File: config.mk
export PLATFORM = sky130hd
export DESIGN_NAME = dsadc_seq
export DESIGN_NICKNAME = d
export VERILOG_FILES = /design/src/rtl/dsadc_pkg.sv /design/src/rtl/dsadc_prescale.sv /design/src/rtl/dsadc_sync.sv /design/src/rtl/dsadc_bcd_cnt.sv /design/src/rtl/dsadc_seq_ctl.sv /design/src/rtl/dsadc_seq.sv
export SDC_FILE = /design/constraint.sdc
export NUM_CORES = 1
export LEC_CHECK = 0
export ABC_AREA = 1
export BUFFER_PORTS_ARGS = -buffer_cell sky130_fd_sc_hd__clkbuf_2
export CAP_MARGIN = 20
export CORE_UTILIZATION = 45
export CTS_CLUSTER_SIZE = 25
export DETAILED_ROUTE_END_ITERATION = 7
export PLACE_DENSITY = 0.69
export REMOVE_ABC_BUFFERS = 1
export SYNTH_ARGS = -nofsm -noshare
export SYNTH_HDL_FRONTEND = slang
export SYNTH_HIERARCHICAL = 1
export SYNTH_SLANG_ARGS = --single-unit
File: constraint.sdc
create_clock -name clk -period 4.48 [get_ports clk]
set_input_delay 0.448 -clock clk [delete_from_list [all_inputs] [get_ports clk]]
set_output_delay 0.448 -clock clk [all_outputs]
set_load 0.02 [all_outputs]
File: src/rtl/dsadc_pkg.sv
// Shared types for the dual-slope conversion sequencer.
// Assumes: nothing beyond IEEE 1800-2017.
package dsadc_pkg;

    // Measurement cycle phases, in the order they run
    typedef enum logic [1:0] {
        PH_AZ  = 2'd0,
        PH_INT = 2'd1,
        PH_DEI = 2'd2
    } phase_e;

endpackage

File: src/rtl/dsadc_prescale.sv
// Divides the oscillator clock into a one-clock counting tick every DIV clocks.
// Assumes: DIV >= 2; synchronous active-low reset.
module dsadc_prescale #(
    parameter int DIV = 4
) (
    input  logic clk,
    input  logic rst_n,
    output logic tick
);
    localparam int CW = $clog2(DIV);

    logic [CW-1:0] div_q;

    // Free-running modulo-DIV divider
    always_ff @(posedge clk) begin
        if (!rst_n)
            div_q <= '0;
        else if (div_q == CW'(DIV - 1))
            div_q <= '0;
        else
            div_q <= div_q + CW'(1);
    end

    assign tick = (div_q == CW'(DIV - 1));
endmodule

File: src/rtl/dsadc_sync.sv
// Multi-flop synchroniser for the asynchronous comparator input.
// Assumes: STAGES >= 2; output reset to 0.
module dsadc_sync #(
    parameter int STAGES = 2
) (
    input  logic clk,
    input  logic rst_n,
    input  logic d,
    output logic q
);
    logic [STAGES-1:0] chain;

    // Shift the raw input through the flop chain
    always_ff @(posedge clk) begin
        if (!rst_n)
            chain <= '0;
        else
            chain <= {chain[STAGES-2:0], d};
    end

    assign q = chain[STAGES-1];
endmodule

File: src/rtl/dsadc_bcd_cnt.sv
// Cascaded decade counter with NDIG digits. It also offers the value
// one count ahead (q_nxt), so a caller can capture the count that is
// just about to complete.
// Assumes: clr has priority over inc; digits stay 0..9.
module dsadc_bcd_cnt #(
    parameter int NDIG = 4
) (
    input  logic            clk,
    input  logic            rst_n,
    input  logic            clr,
    input  logic            inc,
    output logic [4*NDIG-1:0] q,
    output logic [4*NDIG-1:0] q_nxt
);
    logic [NDIG-1:0] carry;

    assign carry[0] = 1'b1;

    for (genvar g = 0; g < NDIG; g++) begin : g_digit
        logic [3:0] dig;
        logic [3:0] dig_nxt;

        // Next digit value given the carry from lower digits
        always_comb begin
            if (!carry[g])
                dig_nxt = dig;
            else if (dig == 4'd9)
                dig_nxt = 4'd0;
            else
                dig_nxt = dig + 4'd1;
        end

        // Digit register
        always_ff @(posedge clk) begin
            if (!rst_n || clr)
                dig <= 4'd0;
            else if (inc)
                dig <= dig_nxt;
        end

        if (g < NDIG - 1) begin : g_carry
            assign carry[g+1] = carry[g] && (dig == 4'd9);
        end

        assign q[4*g +: 4]     = dig;
        assign q_nxt[4*g +: 4] = dig_nxt;
    end
endmodule

File: src/rtl/dsadc_seq_ctl.sv
// Phase controller for the dual-slope cycle. On each counting tick it
// advances the phase counter and:
//   - ends the null phase after az_len counts;
//   - ends integration after INT_CNT counts and latches the polarity;
//   - ends run-down on a comparator crossing or at DEI_MAX counts.
// The unused run-down time is handed to the next null phase.
// Assumes: cmp_s is already synchronised; AZ_BASE >= 1; DEI_MAX >= 2.
module dsadc_seq_ctl
    import dsadc_pkg::*;
#(
    parameter int INT_CNT = 1000,
    parameter int DEI_MAX = 2000,
    parameter int AZ_BASE = 1000,
    parameter int NDIG    = 4
) (
    input  logic              clk,
    input  logic              rst_n,
    input  logic              tick,
    input  logic              cmp_s,
    input  logic [4*NDIG-1:0] cnt_q,
    input  logic [4*NDIG-1:0] cnt_nxt,
    output phase_e            phase,
    output logic              ref_down,
    output logic              cnt_clr,
    output logic              cnt_inc,
    output logic              rd_valid,
    output logic [4*NDIG-1:0] rd_bcd,
    output logic              rd_neg,
    output logic              rd_ovr
);
    localparam int AZ_MAX  = AZ_BASE + DEI_MAX;
    localparam int LEN_MAX = (AZ_MAX > INT_CNT) ? AZ_MAX : INT_CNT;
    localparam int PW      = $clog2(LEN_MAX + 1);

    logic [PW-1:0] pcnt;
    logic [PW-1:0] az_len;
    logic          crossed;
    logic          full;
    logic          in_dei;
    logic          stop;

    // Run-down termination conditions
    always_comb begin
        crossed = (cmp_s != ref_down);
        full    = (pcnt == PW'(DEI_MAX - 1));
        in_dei  = (phase == PH_DEI);
        stop    = tick && in_dei && (crossed || full);
        cnt_clr = tick && (phase == PH_INT) && (pcnt == PW'(INT_CNT - 1));
        cnt_inc = tick && in_dei && !crossed && !full;
    end

    // Phase sequencing, phase counter, polarity and null-phase length
    always_ff @(posedge clk) begin
        if (!rst_n) begin
            phase    <= PH_AZ;
            pcnt     <= '0;
            ref_down <= 1'b0;
            az_len   <= PW'(AZ_MAX);
        end else if (tick) begin
            unique case (phase)
                PH_AZ: begin
                    if (pcnt == az_len - PW'(1)) begin
                        phase <= PH_INT;
                        pcnt  <= '0;
                    end else begin
                        pcnt <= pcnt + PW'(1);
                    end
                end
                PH_INT: begin
                    if (pcnt == PW'(INT_CNT - 1)) begin
                        phase    <= PH_DEI;
                        pcnt     <= '0;
                        ref_down <= cmp_s;
                    end else begin
                        pcnt <= pcnt + PW'(1);
                    end
                end
                PH_DEI: begin
                    if (crossed || full) begin
                        phase  <= PH_AZ;
                        pcnt   <= '0;
                        az_len <= PW'(AZ_MAX) - (pcnt + PW'(1));
                    end else begin
                        pcnt <= pcnt + PW'(1);
                    end
                end
                default: begin
                    phase <= PH_AZ;
                    pcnt  <= '0;
                end
            endcase
        end
    end

    // Result capture and one-cycle strobe
    always_ff @(posedge clk) begin
        if (!rst_n) begin
            rd_valid <= 1'b0;
            rd_bcd   <= '0;
            rd_neg   <= 1'b0;
            rd_ovr   <= 1'b0;
        end else begin
            rd_valid <= stop;
            if (stop) begin
                rd_bcd <= crossed ? cnt_q : cnt_nxt;
                rd_ovr <= !crossed;
                rd_neg <= !ref_down;
            end
        end
    end
endmodule

File: src/rtl/dsadc_seq.sv
// Top of the dual-slope conversion sequencer. Joins the clock divider,
// the comparator synchroniser, the decade run-down counter and the
// phase controller, and decodes the phase into one-hot enables.
// Assumes: cmp_i is 1 while the integrator output is above zero.
module dsadc_seq
    import dsadc_pkg::*;
#(
    parameter int DIV     = 4,
    parameter int INT_CNT = 1000,
    parameter int DEI_MAX = 2000,
    parameter int AZ_BASE = 1000,
    parameter int NDIG    = 4
) (
    input  logic              clk,
    input  logic              rst_n,
    input  logic              cmp_i,
    output logic              ph_az,
    output logic              ph_int,
    output logic              ph_dei,
    output logic              ref_down,
    output logic              rd_valid,
    output logic [4*NDIG-1:0] rd_bcd,
    output logic              rd_neg,
    output logic              rd_ovr
);
    logic              tick;
    logic              cmp_s;
    logic              cnt_clr;
    logic              cnt_inc;
    logic [4*NDIG-1:0] cnt_q;
    logic [4*NDIG-1:0] cnt_nxt;
    phase_e            phase;

    dsadc_prescale #(.DIV(DIV)) u_pre (
        .clk  (clk),
        .rst_n(rst_n),
        .tick (tick)
    );

    dsadc_sync #(.STAGES(2)) u_sync (
        .clk  (clk),
        .rst_n(rst_n),
        .d    (cmp_i),
        .q    (cmp_s)
    );

    dsadc_bcd_cnt #(.NDIG(NDIG)) u_cnt (
        .clk  (clk),
        .rst_n(rst_n),
        .clr  (cnt_clr),
        .inc  (cnt_inc),
        .q    (cnt_q),
        .q_nxt(cnt_nxt)
    );

    dsadc_seq_ctl #(
        .INT_CNT(INT_CNT),
        .DEI_MAX(DEI_MAX),
        .AZ_BASE(AZ_BASE),
        .NDIG   (NDIG)
    ) u_ctl (
        .clk     (clk),
        .rst_n   (rst_n),
        .tick    (tick),
        .cmp_s   (cmp_s),
        .cnt_q   (cnt_q),
        .cnt_nxt (cnt_nxt),
        .phase   (phase),
        .ref_down(ref_down),
        .cnt_clr (cnt_clr),
        .cnt_inc (cnt_inc),
        .rd_valid(rd_valid),
        .rd_bcd  (rd_bcd),
        .rd_neg  (rd_neg),
        .rd_ovr  (rd_ovr)
    );

    // One-hot phase enables for the analog switches
    always_comb begin
        ph_az  = (phase == PH_AZ);
        ph_int = (phase == PH_INT);
        ph_dei = (phase == PH_DEI);
    end
endmodule

==> metrics.md, run 1 <==
| Metric | Value |
|---|---|
| Relative slew slack | 0.555 |
| Area of the mapped netlist | 0.00414 sq mm |
| Most frequent cells after synthesis | nand2_1 (161), nor2_1 (93), inv_1 (92) |
| Initial detailed-routing violation count | 226 |
| Nets@finish | 673 |
| Metal2 WL | 4.54 mm |
| Max FO, Critical Path | 32 |
| Slew Limit Fails | 0 |
| Power per cell area | 240 mW/mm^2 |
| GR Util All Layers | 0.209 |
| Width of the die | 97.9 um |
| Max Fclk | 373 MHz |
| Hold path depth | 3 |
| Gr ovfl total | 0 |
| Switching Fraction | 0.231 |
| Most instantiated library cell after synthesis | nand2_1 |
| Max clock buf depth | 2 |
| YS warnings | 6 |
| Total wire length | 9.48 mm |
| Cell-internal power | 825 uW |
| Hold Violations, Final | 0 |
| Die height | 97.9 um |
| Gate power share | 0.032 |
| DRC viols | 0 |
| Area Growth Syn to Fin | 8.14% |
| Sequential Power Share | 0.553 |
| Uppermost routed layer | met4 |
| Setup Skew | 7.85 ps |
| FFs w/ async S/R, synth | 0 |
| Synth Register Bits | 66 |
| Crit path kind | reg -> reg |
| Worst setup EP type | flop |
| Num CTS Buffers | 9 |
| Dpl hpwl | 6.80 mm |
| Initial antenna violation count | 0 |
| Final setup viols | 0 |
| Hold_buf cts | 0 |
| Clock Sinks | 66 |
| Vias in the first global route | 3,617 |
| Postcts setup bufs | 0 |
| Top_reg_cell synth | dfxtp_1 |
| Layout cells sized above 1 | 0.118 |
| H-Tree Depth | 3 |
| FP Rows | 34 |
| Setup WS post-layout | 1800 ps |
| Synth area leader | dfxtp_1 |
| Pre-CTS setup slack | 1820 ps |
| Post-DR wirelength/cell | 12.2 um |
| Root Driver | clkbuf_8 |
| CP Launch Type | flop |
| Outcome | finished, final reports clean |
| Global-route wire length before repair | 16.3 mm |
| Hold crit path type | in -> reg |
| Top-level port count | 26 |
| PortBufs | 25 |
| Post-synthesis cell count | 651 |
| Drt pass-1 iters | 5 |
| CTS clk-pin slew, worst paths | 70 ps |
| VDD IR max | 217 uV |
| Routed wl met3 | 394 um |
| Clk pwr share | 0.415 |
| Leak | 0.00204 uW |
| CTS tree | done |
| Psw | 248 uW |
| Worst Path Required | 4720 ps |
| Diodes inserted | 0 |
| Synthesized area per cell | 6.35 sq um |
| Post-route clock period utilization | 0.599 |
| Detail Route Antenna Nets | 0 |
| Post-synth EDFFs | 0 |
| Cell variety after synth | 38 |
| Critical Path AT | 2930 ps |
| Tmin final | 2680 ps |
| Worst-Margin Slew | 667 ps |
| Area share of the largest cell type after synthesis | 0.320 |
| Core area | 0.00881 sq mm |
| Worst-Skew Late Latency | 340 ps |
| RSZ-0062 raised after global routing | false |
| Mean number of vias per cell | 5.02 |
| M1 wire length | 4.34 mm |
| Synth top area cells | dfxtp_1 (32%), nand2_1 (15%), nor2_1 (8.4%) |
| Via Count | 3,914 |
| Largest net degree at the start of global routing | 35 |
| Max Cap Violations | 0 |
| Sequential element share of the synthesized area | 0.320 |
| Gpl congestion | 0.866 |
| Post-cts sizing count | 0 |
| Fin Setup TNS | 0 ps |
| Die area | 0.00958 sq mm |
| Initial cell density of the core | 0.470 |
| FF-to-FF path depth | 9 |
[routing by layer]
layer / GRT usage / vias to the layer above
li1: - / 2079
met1: 0.257 / 1734
met2: 0.360 / 86
met3: 0.0315 / 15
met4: 0.0979 / 0
met5: 0 / -
[area by class of cell]
cell class              count  area [sq um]
fillers                   884          4330
multi-input cells         459          2310
flip-flops and latches     66          1320
inverters                 104           392
clock buffers              12           155
repair buffers             27           140
well taps                 108           135
clock inverters             3          15.0
[layout by cell type (no fill, tap or decap), types with 5 or more instances in the layout]
master    count
o21ai_1       6
xnor2_1       5
a21oi_1      40
inv_1        92
nand3_1      34
nor3_1        5
clkbuf_2     25
nand3_2       5
nor2_1       93
dfxtp_1      66
clkbuf_8     11
nand4_1       5
o21ai_0      46
nor2_4        5
nand2_1     161
xor2_1        9
a211oi_1     16
inv_2         9
[stage by stage]
| step | total power, uW | util | cell area (sq um) | instances | hold slack [ps] |
|---|---|---|---|---|---|
| after floorplan | 627 | - | 4020 | 629 | 390 |
| after global placement | 640 | 0.488 | 4300 | 764 | 394 |
| after detailed placement | 641 | 0.488 | 4300 | 764 | 399 |
| after CTS | 1090 | 0.508 | 4470 | 779 | 269 |
| after global routing | 1110 | 0.508 | 4470 | 779 | 290 |
| final | 1070 | 0.508 | 4470 | 779 | 280 |
[path summary, 6_finish.rpt]
check / from / endpoint / slack, ps
worst max-delay path: u_ctl/pcnt[6] / u_ctl/az_len[10] / 1800
worst max register to register: u_ctl/pcnt[6] / u_ctl/az_len[10] / 1800
worst min-delay path: cmp_i / u_sync/chain[0] / 280
worst min register to register: u_sync/chain[0] / u_sync/chain[1] / 410
[cells by family (layout without fill, tap and decap cells)]
group,Yosys count,in the layout,synth area share
compound gates,115,115,0.157
xor+xnor,17,17,0.0424
fa+ha+maj,3,3,0.00908
buf+inv,126,146,0.123
flops,66,66,0.320
simple gates,324,324,0.349
[worst max-delay path, cell delays in order (launching register included)]
cell and delay, ps:
dfxtp_1 480, inv_2 120, nor3_2 280, nand3_1 120, nand2_1 110, nand3_2 520
inv_2 660, nand2_1 110, o21ai_1 130, inv_1 50
[power by group through the flow]
stage / logic [uW] / clock network [uW] / registers [uW]
global route: 39.2 / 478 / 593
detailed placement: 34.8 / 0 / 606
floorplan: 21.2 / 0 / 606
CTS: 34.9 / 460 / 593
finish: 34.5 / 445 / 593
global placement: 34.4 / 0 / 606
[sequential cells by signal (all words and copies together), names as in the netlist]
signal / flops
u_ctl/ref_down: 1
u_ctl/phase: 2
u_sync/chain: 2
u_pre/div_q: 2
u_cnt/g_digit.dig: 16
u_ctl/pcnt: 12
u_ctl/rd_valid: 1
u_ctl/rd_ovr: 1
u_ctl/rd_neg: 1
u_ctl/rd_bcd: 16
u_ctl/az_len: 12
(Power assumes the default switching activity.)
==> run 2, diff against run 1 <==
--- a/config.mk
+++ b/config.mk
@@ -5,7 +5,7 @@
 export SDC_FILE = /design/constraint.sdc
 export NUM_CORES = 1
 export LEC_CHECK = 0
-export ABC_AREA = 1
+export ABC_AREA = 0
 export BUFFER_PORTS_ARGS = -buffer_cell sky130_fd_sc_hd__clkbuf_2
 export CAP_MARGIN = 20
 export CORE_UTILIZATION = 45
==> constraint.sdc (replaced) <==
create_clock -name clk -period 2.7 [get_ports clk]
set_input_delay 0.27 -clock clk [delete_from_list [all_inputs] [get_ports clk]]
set_output_delay 0.27 -clock clk [all_outputs]
set_load 0.02 [all_outputs]
==> metrics.md, run 2 <==
| Metric | Value |
|---|---|
| Synth top area cells | dfxtp_1 (32%), xnor2_1 (7.7%), nand2_1 (6.2%) (was dfxtp_1 (32%), nand2_1 (15%), nor2_1 (8.4%)) |
| Synth area leader | dfxtp_1 (unchanged) |
| Layout cells sized above 1 | 0.152 (was 0.118) |
| Internal reg-to-reg setup slack | 200 ps (was 1800 ps) |
| Post-synthesis cell count | 503 (was 651) |
| Die height | 97.7 um (was 97.9 um) |
| Clock Sinks | 66 (unchanged) |
| Psw | 429 uW (was 248 uW) |
| Hold Violations, Final | 0 (unchanged) |
| Slew Limit Fails | 0 (unchanged) |
| Power per cell area | 427 mW/mm^2 (was 240 mW/mm^2) |
| PortBufs | 25 (unchanged) |
| Drt pass-1 iters | 7 (was 5) |
| Worst setup EP type | flop (unchanged) |
| Gate power share | 0.041 (was 0.032) |
| Setup WS post-layout | 199 ps (was 1800 ps) |
| Cell variety after synth | 74 (was 38) |
| Regs by FF count | u_cnt/g_digit.dig (16), u_ctl/rd_bcd (16) (unchanged) |
| Final core utilization | 0.510 (was 0.508) |
| Width of the die | 97.7 um (was 97.9 um) |
| Area share of the largest cell type after synthesis | 0.321 (was 0.320) |
| Root Driver | clkbuf_8 (unchanged) |
| FFs w/ async S/R, synth | 0 (unchanged) |
| Crit path max-delay family | simple AND/OR/NAND/NOR gates (unchanged) |
| Dpl cells | 612 (was 764) |
| CTS tree | done (unchanged) |
| Area of the mapped netlist | 0.00412 sq mm (was 0.00414 sq mm) |
| Via Count | 3,523 (was 3,914) |
| Num CTS Buffers | 9 (unchanged) |
| Most frequent cells after synthesis | nand2_1 (68), dfxtp_1 (66), xnor2_1 (36) (was nand2_1 (161), nor2_1 (93), inv_1 (92)) |
| Hold_ws | 122 ps (was 280 ps) |
| Vias in the first global route | 3,114 (was 3,617) |
| Clk pwr share | 0.442 (was 0.415) |
| Area Growth Syn to Fin | 8.93% (was 8.14%) |
| Commonest non-fill, non-tap cell in the layout | nand2_1 (unchanged) |
| Crit-path cells | ha_1, nor4bb_1, and2_1, a21o_1, nor2_1, and2_4, and4_4, mux2_4, a31oi_1 (was inv_2, nor3_2, nand3_1, nand2_1, nand3_2, inv_2, nand2_1, o21ai_1, inv_1) |
| Max Fclk | 400 MHz (was 373 MHz) |
| Final Instance Area | 0.00449 sq mm (was 0.00447 sq mm) |
| Total wire length | 8.91 mm (was 9.48 mm) |
| Hold crit path type | in -> reg (unchanged) |
| Core area | 0.00881 sq mm (unchanged) |
| Final setup viols | 0 (unchanged) |
| Cell-internal power | 1490 uW (was 825 uW) |
| Failing checks | design-rule violations |
| Area after DPL | 0.00429 sq mm (was 0.00430 sq mm) |
| Die area | 0.00955 sq mm (was 0.00958 sq mm) |
| Post-route clock period utilization | 0.926 (was 0.599) |
| Top-level port count | 26 (unchanged) |
| Synthesized area per cell | 8.19 sq um (was 6.35 sq um) |
| Global-route wire length before repair | 14.9 mm (was 16.3 mm) |
| Sequential element share of the synthesized area | 0.321 (was 0.320) |
| Worst-Margin Slew | 525 ps (was 667 ps) |
| Leak | 0.00177 uW (was 0.00204 uW) |
| Gr ovfl total | 0 (unchanged) |
| Mean number of vias per cell | 5.61 (was 5.02) |
| Crit path buf inv count | 0 (was 3) |
| Top_reg_cell synth | dfxtp_1 (unchanged) |
| Post-DR wirelength/cell | 14.2 um (was 12.2 um) |
| Initial detailed-routing violation count | 204 (was 226) |
| Max Cap Violations | 0 (unchanged) |
| CP Launch Type | flop (unchanged) |
| Initial cell density of the core | 0.468 (was 0.470) |
| Setup Skew | 5.96 ps (was 7.85 ps) |
| Outcome | complete, but fails checks (was finished, final reports clean) |
| Worst-Skew Late Latency | 350 ps (was 340 ps) |
| Detail Route Antenna Nets | 0 (unchanged) |
| Slowest CP cell | dfxtp_1 (was inv_2) |
| Initial antenna violation count | 0 (unchanged) |
| Most instantiated library cell after synthesis | nand2_1 (unchanged) |
| Relative slew slack | 0.648 (was 0.555) |
| H-Tree Depth | 3 (unchanged) |
| VDD IR max | 286 uV (was 217 uV) |
| YS warnings | 6 (unchanged) |
| Gpl congestion | 0.808 (was 0.866) |
| Post-synth EDFFs | 0 (unchanged) |
| Nets@finish | 521 (was 673) |
| Max clock buf depth | 2 (unchanged) |
| Synth Register Bits | 66 (unchanged) |
| CTS clk-pin slew, worst paths | 70 ps (about the same) |
| Dpl hpwl | 6.20 mm (was 6.80 mm) |
| Hold_buf cts | 0 (unchanged) |
| Diodes inserted | 0 (unchanged) |
| Switching Fraction | 0.224 (was 0.231) |
| FP Rows | 34 (unchanged) |
| Pre-CTS setup slack | 268 ps (was 1820 ps) |
| Non-filler cells, final | 628 (was 779) |
| GR Util All Layers | 0.193 (was 0.209) |
| Sequential Power Share | 0.517 (was 0.553) |
| Largest net degree at the start of global routing | 39 (was 35) |
| Worst Path Required | 2980 ps (was 4720 ps) |
| Commonest cells after routing, fill and taps aside | nand2_1 (68), dfxtp_1 (66), xnor2_1 (36) (was nand2_1 (161), nor2_1 (93), inv_1 (92)) |
| Critical Path AT | 2780 ps (was 2930 ps) |
| RSZ-0062 raised after global routing | false (unchanged) |
| Max stage delay on crit path | 550 ps (was 660 ps) |
| DRC viols | 2 (was 0) |
| Max FO, Critical Path | 10 (was 32) |
| Crit path kind | reg -> reg (unchanged) |
| Tmin final | 2500 ps (was 2680 ps) |
==> run 2: cell count changes in the layout (fill, tap and decap cells not counted), sizes merged, moves of 17 or more <==
cell	change
inv	-83
xnor2	+30
nor2	-73
o211a	+17
nand2	-99
a21oi	-25
o21ai	-37
==> run 2: path summary, 6_finish.rpt <==
check | start | to | cells past startpoint
setup / recovery | u_ctl/pcnt[0] | u_cnt/g_digit[3].dig[3] | 9
hold / removal | cmp_i | u_sync/chain[0] | 2
setup reg to reg | u_ctl/pcnt[0] | u_cnt/g_digit[3].dig[3] | 9
hold reg to reg | u_sync/chain[0] | u_sync/chain[1] | 1
==> run 2: repair_timing <==
action | CTS | global route
resized for setup | 0 | 1
endpoints found under the setup margin | 0 | 1
endpoints found under the hold margin | 0 | 0
buffers inserted | 0 | 0
==> run 2: per-stage QoR <==
stage	TNS (ps)	total power, uW
after detailed placement	0	1090
after global routing	0	1990
final	0	1920
after CTS	0	1940
after floorplan	-6320	1060
after global placement	0	1090
==> run 2: layout make-up <==
type                    instances  area, sq um
multi-input cells             382         2540
repair buffers                 38          223
fillers                       839         4320
well taps                     108          135
inverters                      18         67.6
clock buffers                  14          163
flip-flops and latches         66         1320
clock inverters                 2         35.0
==> run 2: cells by family after synthesis <==
kind of cell,share of synthesized area
multiplexers,0.0288
XOR/XNOR,0.106
AND/OR/NAND/NOR,0.293
buffers and inverters,0.0637
AO/OA/AOI/OAI,0.178
flip-flops,0.321
adder cells (fa/ha/maj),0.00911
==> run 2: metal layers <==
layer / GRT usage / vias to the layer above / part of all wire
met5: 0 / - / 0
met4: 0.0851 / 0 / 0.012
met1: 0.265 / 1643 / 0.49
li1: - / 1795 / -
met2: 0.298 / 77 / 0.46
met3: 0.0317 / 8 / 0.044
==> run 2: power by group through the flow <==
stage / logic (uW) / clock network [uW] / registers, uW
after detailed placement: 78.4 / 0 / 1010
after global placement: 76.5 / 0 / 1010
final: 79.0 / 847 / 991
after CTS: 79.2 / 870 / 990
after global routing: 86.2 / 913 / 991
after floorplan: 48.3 / 0 / 1010
